--- src/rtl/burst_seq_pkg.sv ---
package burst_seq_pkg;
   typedef enum logic {
      ORD_LINEAR = 1'b0,
      ORD_XOR    = 1'b1
   } beat_order_e;
endpackage

--- src/rtl/burst_beat_ctr.sv ---
module burst_beat_ctr #(
   parameter int BEAT_W = 2
) (
   input  logic              clk,
   input  logic              rst_n,
   input  logic              en,
   input  logic              clear,
   output logic [BEAT_W-1:0] cnt
);
   always_ff @(posedge clk) begin
      if (!rst_n) begin
         cnt <= '0;
      end else if (en) begin
         if (clear) cnt <= '0;
         else       cnt <= cnt + 1'b1;
      end
   end
endmodule

--- src/rtl/burst_addr_hold.sv ---
module burst_addr_hold
   import burst_seq_pkg::*;
#(
   parameter int ADDR_W = 20,
   parameter int BEAT_W = 2,
   localparam int UP_W  = ADDR_W - BEAT_W
) (
   input  logic              clk,
   input  logic              rst_n,
   input  logic              load,
   input  logic [ADDR_W-1:0] addr_in,
   input  logic              ilv_in,
   output logic [UP_W-1:0]   upper,
   output logic [BEAT_W-1:0] start,
   output beat_order_e       order
);
   always_ff @(posedge clk) begin
      if (!rst_n) begin
         upper <= '0;
         start <= '0;
         order <= ORD_LINEAR;
      end else if (load) begin
         upper <= addr_in[ADDR_W-1:BEAT_W];
         start <= addr_in[BEAT_W-1:0];
         order <= ilv_in ? ORD_XOR : ORD_LINEAR;
      end
   end
endmodule

--- src/rtl/burst_order_map.sv ---
module burst_order_map
   import burst_seq_pkg::*;
#(
   parameter int BEAT_W = 2
) (
   input  logic [BEAT_W-1:0] start,
   input  logic [BEAT_W-1:0] cnt,
   input  beat_order_e       order,
   output logic [BEAT_W-1:0] beat
);
   logic [BEAT_W-1:0] lin_beat;
   logic [BEAT_W-1:0] xor_beat;

   assign lin_beat = start + cnt;

   for (genvar b = 0; b < BEAT_W; b++) begin : g_xor_bit
      assign xor_beat[b] = start[b] ^ cnt[b];
   end

   assign beat = (order == ORD_XOR) ? xor_beat : lin_beat;
endmodule

--- src/rtl/burst_seq.sv ---
module burst_seq
   import burst_seq_pkg::*;
#(
   parameter int ADDR_W = 20,
   parameter int BEAT_W = 2
) (
   input  logic              clk,
   input  logic              rst_n,
   input  logic              ce_n,
   input  logic              advance,
   input  logic              order_ilv,
   input  logic [ADDR_W-1:0] addr_in,
   output logic [ADDR_W-1:0] addr_out
);
   localparam int UP_W = ADDR_W - BEAT_W;

   if (BEAT_W < 1) begin : g_chk_beat
      $error("burst_seq: BEAT_W must be at least 1");
   end
   if (ADDR_W <= BEAT_W) begin : g_chk_addr
      $error("burst_seq: ADDR_W must exceed BEAT_W");
   end

   logic              en;
   logic              load;
   logic [BEAT_W-1:0] cnt;
   logic [BEAT_W-1:0] start;
   logic [BEAT_W-1:0] beat;
   logic [UP_W-1:0]   upper;
   beat_order_e       order;

   assign en   = !ce_n;
   assign load = en && !advance;

   burst_beat_ctr #(.BEAT_W(BEAT_W)) u_ctr (
      .clk   (clk),
      .rst_n (rst_n),
      .en    (en),
      .clear (!advance),
      .cnt   (cnt)
   );

   burst_addr_hold #(.ADDR_W(ADDR_W), .BEAT_W(BEAT_W)) u_hold (
      .clk     (clk),
      .rst_n   (rst_n),
      .load    (load),
      .addr_in (addr_in),
      .ilv_in  (order_ilv),
      .upper   (upper),
      .start   (start),
      .order   (order)
   );

   burst_order_map #(.BEAT_W(BEAT_W)) u_map (
      .start (start),
      .cnt   (cnt),
      .order (order),
      .beat  (beat)
   );

   assign addr_out = {upper, beat};
endmodule

--- config.mk ---
export PLATFORM = sky130hd
export DESIGN_NAME = burst_seq
export DESIGN_NICKNAME = d
export VERILOG_FILES = /design/src/rtl/burst_seq_pkg.sv /design/src/rtl/burst_beat_ctr.sv /design/src/rtl/burst_addr_hold.sv /design/src/rtl/burst_order_map.sv /design/src/rtl/burst_seq.sv
export SDC_FILE = /design/constraint.sdc
export NUM_CORES = 1
export LEC_CHECK = 0
export ABC_AREA = 1
export BUFFER_PORTS_ARGS = -buffer_cell sky130_fd_sc_hd__buf_2
export CELL_PAD_IN_SITES_DETAIL_PLACEMENT = 0
export CELL_PAD_IN_SITES_GLOBAL_PLACEMENT = 1
export CORE_UTILIZATION = 32
export DETAILED_ROUTE_END_ITERATION = 8
export PLACE_DENSITY_LB_ADDON = 0.1
export REMOVE_ABC_BUFFERS = 1
export SYNTH_ARGS = -nofsm -noshare
export SYNTH_HDL_FRONTEND = slang
export SYNTH_SLANG_ARGS = --single-unit
--- constraint.sdc ---
create_clock -name clk -period 1.5 [get_ports clk]
set_input_delay 0 -clock clk [delete_from_list [all_inputs] [get_ports clk]]
set_output_delay 0 -clock clk [all_outputs]
set_load 0.005 [all_outputs]
==> results of run 1 <==
power breakdown:
part	internal, µW	total, µW	switching [µW]
clock	103	278	174
sequential	651	672	21.1
combinational	114	208	93.6
metal layers:
layer	routed length, µm	vias up
li1	-	503
met1	1010	393
met2	1020	24
met3	90	2
met4	12	0
met5	0	-
worst min path at each step:
stage,startpoint,endpoint,slack (ns),cells after the start
2_1_floorplan,addr_in[17],u_hold.upper[15]$_SDFFE_PN0P_,0.13,2
3_3_place_gp,addr_in[4],u_hold.upper[2]$_SDFFE_PN0P_,0.22,3
3_5_place_dp,addr_in[2],u_hold.upper[0]$_SDFFE_PN0P_,0.23,3
4_1_cts,ce_n,u_ctr.cnt[0]$_SDFFE_PN0N_,0.02,4
5_1_grt,ce_n,u_ctr.cnt[1]$_SDFFE_PN0N_,0.03,4
6_report,ce_n,u_ctr.cnt[0]$_SDFFE_PN0N_,0.04,4
cell type report:
type / count / area [µm²] / share of cell area [%]
Sequential cell: 23 / 460 / 34.1
Timing Repair Buffer: 66 / 438 / 32.5
Clock buffer: 4 / 26.3 / 1.95
Inverter: 8 / 30.0 / 2.23
Tap cell: 30 / 37.5 / 2.78
Multi-Input combinational cell: 83 / 357 / 26.4
logic make-up after synthesis:
group                    after synthesis  synth area share, %
AND/OR/NAND/NOR                       60                 25.9
AO/OA/AOI/OAI                         22                 12.2
buffers and inverters                 14                 9.43
flip-flops                            23                 51.0
adder cells (fa/ha/maj)                1                 1.39
worst reg2reg max path, delay by kind of cell, from the launching register on:
family	cells	cell delay, ns
buffers and inverters	1	0.06
AND/OR/NAND/NOR	4	0.28
flip-flops	1	0.37
state kept, by name, summed over array words and instances, names as in the netlist:
name	flops
u_hold.upper	18
u_hold.order	1
u_ctr.cnt	2
u_hold.start	2
what timing repair did:
item / CTS / global route
endpoints found under the hold margin: 21 / 0
endpoints found under the setup margin: 0 / 0
buffers inserted: 0 / 0
hold buffers: 21 / 0
metrics by stage:
step	total power [µW]	worst slack (ns)	std cells	hold slack [ns]	utilization, %
after global routing	1230	0.128	214	0.0290	52.5
after floorplan	760	0.756	114	0.135	-
after detailed placement	853	0.597	189	0.226	43.3
after global placement	851	0.630	189	0.222	43.3
final	1160	0.259	214	0.0357	52.5
after CTS	1180	0.235	214	0.0227	52.5
Yosys cell counts (2+ instances only):
cell / number / area, µm²
o21ai_1: 20 / 100
inv_1: 7 / 26.3
nand2_1: 9 / 33.8
buf_2: 2 / 10.0
dfxtp_1: 23 / 460
buf_6: 4 / 45.0
nand3_1: 2 / 10.0
o21ai_0: 2 / 10.0
nor2_1: 46 / 173
==> run metrics, run 1 <==
DRT iter0 DRCs=15; root buffer cell=clkbuf_4; WL/cell=9.96 µm; crit path to=addr_out[1]; Setup Skew=0.000250 ns; slowest CP cell=dfxtp_1; ant diodes=0; ys async rst share=0%; share of cells above drive strength 1=27.7%; synth warn=0; Final Critical Period=~1.2 ns; VDD IR-drop max=0.000559 V; required time of the critical path=1.50 ns; max_cap viols=0; worst-case reg-to-reg path depth=5; vias in the first global route=772; die height=between 50 and 60 µm; # setup viols final=0; Final ANT Viol Nets=0; Ports=45; status=complete, no violations; reg-to-reg startpoint=u_ctr.cnt[0]$_SDFFE_PN0N_; Detail Placement HPWL=1350 µm; register area share after synthesis=51.0%; die area=3040 µm²; starting density of the core=35.1%; Post-synth EDFFs=0; Power Dens Cells=859 nW/µm²; Max Buffers Root-to-Sink=2; cell family with most CP delay=flip-flops; initial antenna violation count=0; Post-Route WL=roughly 2100 µm; Pleak=0.000694 µW; first-pass GRT wire length=around 3200 µm; M2 GR Usage=26.5%; Final Hold Viols=0; cell mode on critical path=inv_1; fmax=806 MHz; WS Path Type=register to output port; Clock Latency Late Sink=0.30 ns; H-tree levels=1; r2r endpoint=u_ctr.cnt[1]$_SDFFE_PN0N_; startpoint class of the critical path=register; total grt overflow=0; GRT Resource Usage Total=14.8%; post-CTS sizing=0; GPL Wtd Cong=0.712; CP arrival=1.24 ns; via count=~920; cells along the critical path=ha_1 > inv_1 > nor2_1 > nand3_1 > nand2_1 > inv_1 > buf_2; post-route cell area=1350 µm²; slowest cell delay on critical path=0.37 ns; Slew Viols, Final=0; Die W=about 55 µm; met1 usage=16.7%; distinct cell type count after synthesis=14; DR DRC count=0; grt met3 use=3.28%; Final period util=82.7%; worst path bufs/invs=3; top_reg_cell synth=dfxtp_1; clk slew on worst S/H paths=approximately 0.12 ns; Post-Syn Area=902 µm²; PortBufs=44; TritonRoute pass-1 iters=4; CTS sink count=23; Final nets=211; std cell rows=18; commonest non-fill, non-tap cell in the layout=nor2_1; Hold WC Path Type=input pin to register; Placeable Area=2570 µm²; via density per instance=about 4.3; r2r setup slk=0.69 ns; total clock buffers created by CTS=3; DP Area=1110 µm²; largest net degree at the start of global routing=23; Avg Synthesized Cell Area=7.52 µm²; max_slew headroom=between 70 and 80%; Top Usage Layer GRT=met2; Least-Margin Pin Slew=0.421 ns; CTS tree=built; Syn-to-layout area delta=49.5%; CP Launch Point=u_ctr.cnt[0]$_SDFFE_PN0N_; worst-path maximum fanout=3; Post-Syn Instances=120; CP Depth=7; unrepaired setup endpoints after global routing=false; most frequent cells in the layout=nor2_1, buf_2, dfxtp_1; Crit. End Element=output port; fillers=roughly 280; flops & latches, synth=23; post-route setup TNS=0 ns
(Power assumes the default switching activity.)
==> inputs of run 2 (changes only) <==
--- a/config.mk
+++ b/config.mk
@@ -5,11 +5,11 @@
 export SDC_FILE = /design/constraint.sdc
 export NUM_CORES = 1
 export LEC_CHECK = 0
-export ABC_AREA = 1
+export ABC_AREA = 0
 export BUFFER_PORTS_ARGS = -buffer_cell sky130_fd_sc_hd__buf_2
 export CELL_PAD_IN_SITES_DETAIL_PLACEMENT = 0
 export CELL_PAD_IN_SITES_GLOBAL_PLACEMENT = 1
-export CORE_UTILIZATION = 32
+export CORE_UTILIZATION = 29
 export DETAILED_ROUTE_END_ITERATION = 8
 export PLACE_DENSITY_LB_ADDON = 0.1
 export REMOVE_ABC_BUFFERS = 1
==> constraint.sdc (replaced) <==
create_clock -name clk -period 1.11 [get_ports clk]
set_input_delay 0 -clock clk [delete_from_list [all_inputs] [get_ports clk]]
set_output_delay 0 -clock clk [all_outputs]
set_load 0.005 [all_outputs]
==> run 2 against run 1 <==
The flow now finishes with violations (negative setup slack). Global-route usage fell by 1.6 points. Flip-flop and latch count did not move. Cell area rose by 13%. Via count rose by 0.11%. Worst hold slack got worse by 0.0036 ns. First-iteration DRC count rose by 80%. Critical path depth fell by 3. Synthesized cell count fell by 13%. Critical path type unchanged. Largest power group unchanged.
==> run metrics, run 2 <==
Max Buffers Root-to-Sink=2 (unchanged); biggest registers after layout=u_hold.upper: 18 flops, u_ctr.cnt: 2 flops, u_hold.start: 2 flops; register area share after synthesis=46.5% (-4.6 points); max reg flops=18 (unchanged); Post-synth EDFFs=0 (unchanged); post-route setup TNS=-0.0532 ns (-0.0532 ns); Top reg by flops=u_hold.upper; Final nets=199 (-5.7%); CTS sink count=23 (unchanged); Place WS=0.173 ns (-0.424 ns); Syn-to-layout area delta=53.2%; max_cap viols=0 (unchanged); share of cells above drive strength 1=44.2% (+16 points); # setup viols final=1 (+1); ant diodes=0 (unchanged); Top Usage Layer GRT=met2; reg-to-reg startpoint=u_ctr.cnt[0]$_SDFFE_PN0N_; first-pass GRT wire length=3540 µm (+12%); Register Area=463 µm² (+0.54%); initial antenna violation count=0 (unchanged); utilization after layout=48.1% (-4.4 points); synth warn=0 (unchanged); Worst Hold End=u_ctr.cnt[0]$_SDFFE_PN0N_; Final period util=105%; die area=3650 µm² (+20%); Post-Syn Instances=105 (-13%); largest net degree at the start of global routing=24 (+4.3%); cell family with most CP delay=flip-flops; Crit. End Element=output port; Final ANT Viol Nets=0 (unchanged); Post-Route WL=2150 µm (+0.98%); startpoint class of the critical path=register; area of the multi-input gates=510 µm² (+43%); Power Dens Cells=1020 nW/µm² (+18%); via density per instance=4.27 (-0.82%); mux share of post-synthesis cell area=0% (unchanged); Die W=60.5 µm (+9.7%); distinct cell type count after synthesis=16 (+2); cells along the critical path=ha_4 > nor2b_4 > xnor2_1 > buf_2; Final Critical Period=about 1.2 ns; Least-Margin Pin Slew=0.324 ns (-0.0976 ns); VDD IR-drop max=0.000612 V (+9.6%); r2r endpoint=u_ctr.cnt[0]$_SDFFE_PN0N_; required time of the critical path=1.11 ns (-0.39 ns); Hold WC Path Type=input pin to register; Post-Synth Simple-Gate Area=21.2% (-4.7 points); DRT iter0 DRCs=27 (+12); std cell rows=20 (+2); largest family of logic cells by synthesized area=compound AO/OA/AOI/OAI gates; worst-case reg-to-reg path depth=4 (-1); fillers=337 (+22%); worst-path maximum fanout=2 (-1); adder-cell share of the synthesized area=1.26% (-0.12 points); Setup Skew=0.000290 ns (+0.0000402 ns); GPL Wtd Cong=0.645 (-9.5%); Setup WS post-layout=-0.0532 ns (-0.312 ns); die height=60.5 µm (+9.7%); flops & latches, synth=23 (unchanged); fmax=860 MHz; Post-synth top cells=nand2_1, dfxtp_1, a21boi_2; Slew Viols, Final=0 (unchanged); count leader, synth=nand2_1; Synth area leaders=dfxtp_1, a21boi_2, nand2_1; grt met3 use=4.48% (+1.2 points); Pwr Total=1540 µW (+33%); top cell type's share of synthesized area=46.5% (-4.6 points); Post-Synth XOR/XNOR Area=1.77% (+1.8 points); vias in the first global route=827 (+7.1%); WS Path Type=register to output port; via count=923 (+0.11%); final hold slack=0.0321 ns (-0.00363 ns); Placeable Area=3150 µm² (+23%); max_slew headroom=78.4% (+6.6 points); Detail Placement HPWL=1410 µm (+4.4%); Clock Latency Late Sink=0.30 ns (about the same); ys async rst share=0% (unchanged); total grt overflow=0 (unchanged); slowest cell delay on critical path=0.36 ns (about the same); total clock buffers created by CTS=3 (unchanged); CTS tree=built; r2r setup slk=0.22 ns (-0.47 ns); M2 GR Usage=23.2% (-3.3 points); slowest CP cell=dfxtp_2; Pleak=0.000645 µW (-7.0%); failing checks=negative setup slack; starting density of the core=31.4% (-3.7 points); clk slew on worst S/H paths=0.12 ns (about the same); TritonRoute pass-1 iters=4 (unchanged); hold wc startpoint=ce_n; commonest non-fill, non-tap cell in the layout=buf_2; CP arrival=1.16 ns (-0.08 ns); root buffer cell=clkbuf_4; most frequent cells in the layout=buf_2, nand2_1, dlygate4sd3_1; PortBufs=44 (unchanged); GRT Resource Usage Total=13.2% (-1.6 points); DR DRC count=0 (unchanged); Synth Area in Compound Gates=25.3% (+13 points); worst path bufs/invs=1 (-2); hold depth=3 (-1); Post-Syn Area=991 µm² (+9.8%); top_reg_cell synth=dfxtp_1; status=finished, violations left; met1 usage=15.2% (-1.5 points); cell taking the most area after synthesis=dfxtp_1; WL/cell=9.97 µm (about the same); Avg Synthesized Cell Area=9.44 µm² (+26%); unrepaired setup endpoints after global routing=true; Ports=45 (unchanged); Final Hold Viols=0 (unchanged); H-tree levels=1 (unchanged)
## run 2: worst max path at each step
stage                                 startpoint     endpoint  depth (start not counted)
CTS                 u_hold.start[0]$_SDFFE_PN0P_  addr_out[1]                          4
detailed placement     u_ctr.cnt[0]$_SDFFE_PN0N_  addr_out[1]                          4
global route           u_ctr.cnt[0]$_SDFFE_PN0N_  addr_out[1]                          4
global placement       u_ctr.cnt[0]$_SDFFE_PN0N_  addr_out[1]                          4
finish              u_hold.start[0]$_SDFFE_PN0P_  addr_out[1]                          4
floorplan              u_ctr.cnt[0]$_SDFFE_PN0N_  addr_out[1]                          3
## run 2: worst register-to-register path: stages (launching register included)
cell and delay, ns:
dfxtp_2 0.36, buf_4 0.14, nor3b_1 0.18, a21oi_1 0.06
nor2b_1 0.10
## run 2: through the flow
stage | std cells | instance area, µm²
3_3_place_gp | 189 | 1240
3_5_place_dp | 189 | 1240
6_report | 216 | 1520
5_1_grt | 216 | 1520
4_1_cts | 216 | 1510
2_1_floorplan | 99 | 951
## run 2: repair_timing
item                                   in CTS  in global routing
gates resized for setup                     4                  2
pin swaps                                   2                  1
endpoints found under the hold margin      22                  0
hold buffers                               22                  0
setup endpoints to repair                   2                  2
setup buffers                               1                  0
cloned                                      0                  0
## run 2: final cells by class
| cell class | count | area share, % |
|---|---|---|
| tap | 44 | 3.63 |
| sequential | 23 | 30.5 |
| multi-input combinational | 76 | 33.6 |
| clock buffer | 4 | 1.73 |
| timing repair buffer | 69 | 30.5 |
## run 2: layer usage
metal | part of all wire [%] | up-vias
met5 | 0 | -
met4 | 0.56 | 0
met3 | 6.4 | 2
met2 | 49 | 27
met1 | 44 | 418
li1 | - | 476
## run 2: power by group
| part | total [µW] | leakage (µW) | switching (µW) | internal [µW] |
|---|---|---|---|---|
| clock | 379 | 0.0000150 | 239 | 140 |
| sequential | 884 | 0.000189 | 20.7 | 864 |
| combinational | 279 | 0.000441 | 111 | 168 |
## run 2: cell families after synthesis
logic type / after synthesis
flip-flops: 23
XOR/XNOR: 2
adder cells (fa/ha/maj): 1
buffers and inverters: 6
AO/OA/AOI/OAI: 24
AND/OR/NAND/NOR: 49
